### config.mk
export PLATFORM = sky130hd
export DESIGN_NAME = sync_count_cell
export DESIGN_NICKNAME = d
export VERILOG_FILES = /design/src/rtl/sync_count_cell.sv
export SDC_FILE = /design/constraint.sdc
export NUM_CORES = 1
export LEC_CHECK = 0
export ABC_AREA = 1
export BUFFER_PORTS_ARGS = -buffer_cell sky130_fd_sc_hd__buf_2
export CORE_AREA = 2 2 39 41
export CTS_BUF_LIST = sky130_fd_sc_hd__clkbuf_8
export CTS_CLUSTER_DIAMETER = 120
export DETAILED_ROUTE_END_ITERATION = 6
export DIE_AREA = 0 0 41 43
export PLACE_DENSITY_LB_ADDON = 0.12
export RECOVER_POWER = 25
export SYNTH_ARGS = -nofsm -noshare
export SYNTH_HDL_FRONTEND = slang
export SYNTH_SLANG_ARGS = --single-unit
export TNS_END_PERCENT = 50
### constraint.sdc
create_clock -name clk -period 0.95 [get_ports clk]
set_input_delay 0.19 -clock clk [delete_from_list [all_inputs] [get_ports clk]]
set_output_delay 0.19 -clock clk [all_outputs]
set_load 0.01 [all_outputs]
### src/rtl/sync_count_cell.sv
module sync_count_cell #(
  parameter int WIDTH = 4
) (
  input  logic             clk,
  input  logic             clr_n,
  input  logic             load_n,
  input  logic             en_par,
  input  logic             en_trk,
  input  logic [WIDTH-1:0] din,
  output logic [WIDTH-1:0] count,
  output logic             carry_out
);

  localparam logic [WIDTH-1:0] TOP = '1;

  logic step;
  assign step = en_par && en_trk;

  always_ff @(posedge clk) begin
    if (!clr_n)       count <= '0;
    else if (!load_n) count <= din;
    else if (step)    count <= count + 1'b1;
  end

  assign carry_out = en_trk && (count == TOP);

endmodule

# [After elaboration in Yosys (flattened, before gate mapping)]
# Index checks and enable logic that the tools add are counted.
# W data, S select, Z words.
[word_totals] ff_bits=4 output_inout_bits=5
[op_classes] add_sub_neg=1 n_eq_ne=2 mux=2 reduce_logical=2
[ops] operator="$mux W4" count=2
[ops] operator="$add A4 B1 Y4 const B" count=1
[ops] operator="$eq A4 B4 Y1 const B" count=1
[ops] operator="$logic_and A1 B1 Y1" count=2
[ops] operator="$ne A2 B1 Y1 const B" count=1

# [Logic depth before layout (Yosys ltp)]
[logic_depth] ltp_word=3 mapped_depth=7 depth_no_buf=7

# [Worst setup path after synthesis]
# OpenSTA, ideal clock, no wires.
[synth_path] kind="register -> register" start="register count[0]" end="register count[2]" setup_time_ns=0.109 arrival_time_ns=0.969 t_required_ns=0.841 slack_ns=-0.128 path_stages_with_launch=7 n_path_buf=0 period_less_slack_ns=1.078 path_cell_list="dfxtp_1 ha_1 or2_0 nand3_1 nand3_1 nand2_1 inv_1"
[synth_between] elab_chain_cells=3
[synth_lines] element="start: declaration" line="10" source="output logic [WIDTH-1:0] count,"
[synth_lines] element="start signal: assignment" line="21" source="else if (!load_n) count <= din;"
[synth_lines] element="start signal: assignment" line="22" source="else if (step) count <= count + 1'b1;"
[synth_lines] element="$add A4 B1 Y4" line="22"
[synth_lines] element="$mux W4" line="22"
[synth_lines] element="$mux W4" line="21"
# Every way passes these cells. The select of a mux whose other input is x is not followed.
# A chain may end at the register's enable or synchronous reset.

# [Worst setup path after layout]
[layout_path] start="register count[0]" end="output carry_out"
[layout_between] elab_chain_cells=2
[layout_lines] element="$eq A4 B4 Y1" line="25" source="assign carry_out = en_trk && (count == TOP);"
[layout_lines] element="$logic_and A1 B1 Y1" line="25"
[layout_lines] element="end: declaration" line="11" source="output logic carry_out"
# Every way passes these cells.

==> run summary <==
critical path start-end classification: flop to output pin
final global-route overflow total: 0
CTS H-Tree Depth: 1
worst hold slack: 0.2134 ns
RePlAce Congestion: 0.6943
vias per inst: 4.104
die area: 1763 µm²
core area: 1384 µm²
number of diodes: 0
Final period util: 1.200
antenna violations before repair: 0
CTS tree: done
P_sw: 0.1673 mW
dpl hpwl: 581.6 µm
status: finished, violations left
cell internal pwr: 0.5344 mW
Total GRT Usage: 0.09729
Data arrival, critical path: 0.95 ns
routed via count: 316
register area share after synthesis: 0.3316
Final Skew: 0.004212 ns
failing checks: setup timing
Initial Util: 0.1745
Worst Slack Setup Final: -0.1899 ns
Reg power frac: 0.281
std cell rows: 14
clock sink count: 4
Net Sw Frac: 0.2384
vias in the first global route: 318
largest fanout on the critical path: 2
Yosys reg bits: 4
sequential cell area: 90.09 µm²
Slew headroom: 0.8631
Worst Path Required: 0.76 ns
post-route ant nets: 0
root buffer cell: clkbuf_8
Die W: 41 µm
WL/cell: 9.208 µm
post-layout total power: 0.7017 mW
IO Count: 14
Synth Cell Area: 241.5 µm²
max reg flops: 4
Pre-antenna DRT Iters: 4
Worst-Skew Late Latency: 0.22 ns
die height: 43 µm
syn_nets: 48
largest registers: count: 4 flops
Biggest register: count
clock buffer count from CTS: 3
FMAX: 877.3 MHz
largest net degree at the start of global routing: 7
CP endpoint kind: output pin
Worst setup SP type: flop
RSZ-0062 raised after global routing: yes
final hold violation count: 0
Iteration-0 DRC Markers: 2
Cells after Synth: 38
Clock Power Share: 0.514
Pleak: 0.2464 nW
most frequent cells in the layout: 10 x nand2_1, 10 x buf_2, 6 x buf_4
power per cell area: 1472 nW/µm²
area grow syn2layout: 97.41%
Filler cells: 165
Hold WC Path Type: primary input to flop
area of the multi-input gates: 173.9 µm²
MaxCap Viol Count: 0
Comb pwr share: 0.205
fraction of layout instances using a drive strength above 1: 0.5574
port buffer count: 13
fin crit period: 1.140 ns
Synth warnings: 0
Synth cell types: 15
Worst-path clk slew: 0.03 ns
Syn Area/Cell: 6.355 µm²
post-route DRC violation count: 0
WL final: 709 µm
Layout Nets: 72
Max Buffers Root-to-Sink: 2
wire length of the first global-routing pass: 1173 µm
Max IR drop VDD: 1112 µV
Slew Viols, Final: 0
final setup violation count: 5
Tightest Pin Transition: 0.2031 ns
-- final cells by class --
cell class                 instances  share of cell area
clock buffer                       3             0.08661
sequential                         4              0.1890
tap                               16             0.04199
multi-input combinational         29              0.3648
inverter                           5             0.03937
clock inverter                     1            0.007874
timing repair buffer              19              0.2703
-- cell usage after synthesis --
library cell / instances / share of area
nand2_1: 11 / 0.17
dfxtp_1: 4 / 0.33
inv_1: 4 / 0.062
nand3_1: 4 / 0.083
nor2_1: 4 / 0.062
o21ai_0: 2 / 0.041
a211oi_1: 1 / 0.031
a21oi_1: 1 / 0.021
a31oi_1: 1 / 0.026
ha_1: 1 / 0.052
inv_2: 1 / 0.016
nand2_2: 1 / 0.026
nand4_1: 1 / 0.026
nor2_2: 1 / 0.026
or2_0: 1 / 0.026
-- cells by family after synthesis --
kind of cell             after synthesis  share of synthesized area
AO/OA/AOI/OAI                          5                     0.1192
flip-flops                             4                     0.3316
AND/OR/NAND/NOR                       23                     0.4197
adder cells (fa/ha/maj)                1                    0.05181
buffers and inverters                  5                    0.07769
-- final timing paths --
check | start | end | slack [ns] | depth (start not counted)
max | count[0]$_SDFFE_PN0P_ | carry_out | -0.19 | 4
min | clr_n | count[2]$_SDFFE_PN0P_ | 0.21 | 3
max reg2reg | count[0]$_SDFFE_PN0P_ | count[2]$_SDFFE_PN0P_ | -0.06 | 6
min reg2reg | count[3]$_SDFFE_PN0P_ | count[3]$_SDFFE_PN0P_ | 0.50 | 2
-- per-stage QoR --
stage	utilization	cells	setup slack (ns)	TNS (ns)	cell area [µm²]
after floorplan	-	38	-0.04440	-0.04440	259.0
after global placement	0.2649	70	-0.04048	-0.04426	366.6
after detailed placement	0.2649	70	-0.04486	-0.04939	366.6
after CTS	0.3445	78	-0.1852	-0.6052	476.7
after global routing	0.3445	77	-0.2558	-0.6770	476.7
final	0.3445	77	-0.1899	-0.3854	476.7
-- power groups by stage --
| stage | Clock (mW) | Combinational (mW) | Sequential (mW) |
|---|---|---|---|
| 2_1_floorplan | 0 | 0.0456 | 0.209 |
| 3_3_place_gp | 0 | 0.116 | 0.201 |
| 3_5_place_dp | 0 | 0.114 | 0.200 |
| 4_1_cts | 0.369 | 0.149 | 0.197 |
| 5_1_grt | 0.400 | 0.163 | 0.200 |
| 6_report | 0.361 | 0.144 | 0.197 |
-- what timing repair did --
item	CTS	global route
setup buffers	4	0
hold buffers	0	0
gates resized for setup	9	3
setup endpoints to repair	6	7
pin swaps	3	2
-- critical path, stage by stage, from the launching register on --
cell and delay, ns:
dfxtp_4 0.35, ha_4 0.14, nand2_4 0.05, nor2_2 0.08
buf_2 0.12
-- layer usage --
| layer | GRT usage | vias up | wire length (µm) |
|---|---|---|---|
| met4 | 0 | 0 | 0 |
| met2 | 0.1594 | 11 | 345 |
| met1 | 0.1090 | 137 | 299 |
| met5 | 0 | - | 0 |
| li1 | - | 168 | - |
| met3 | 0.06283 | 0 | 64 |
Power figures use the tool's default switching activity.
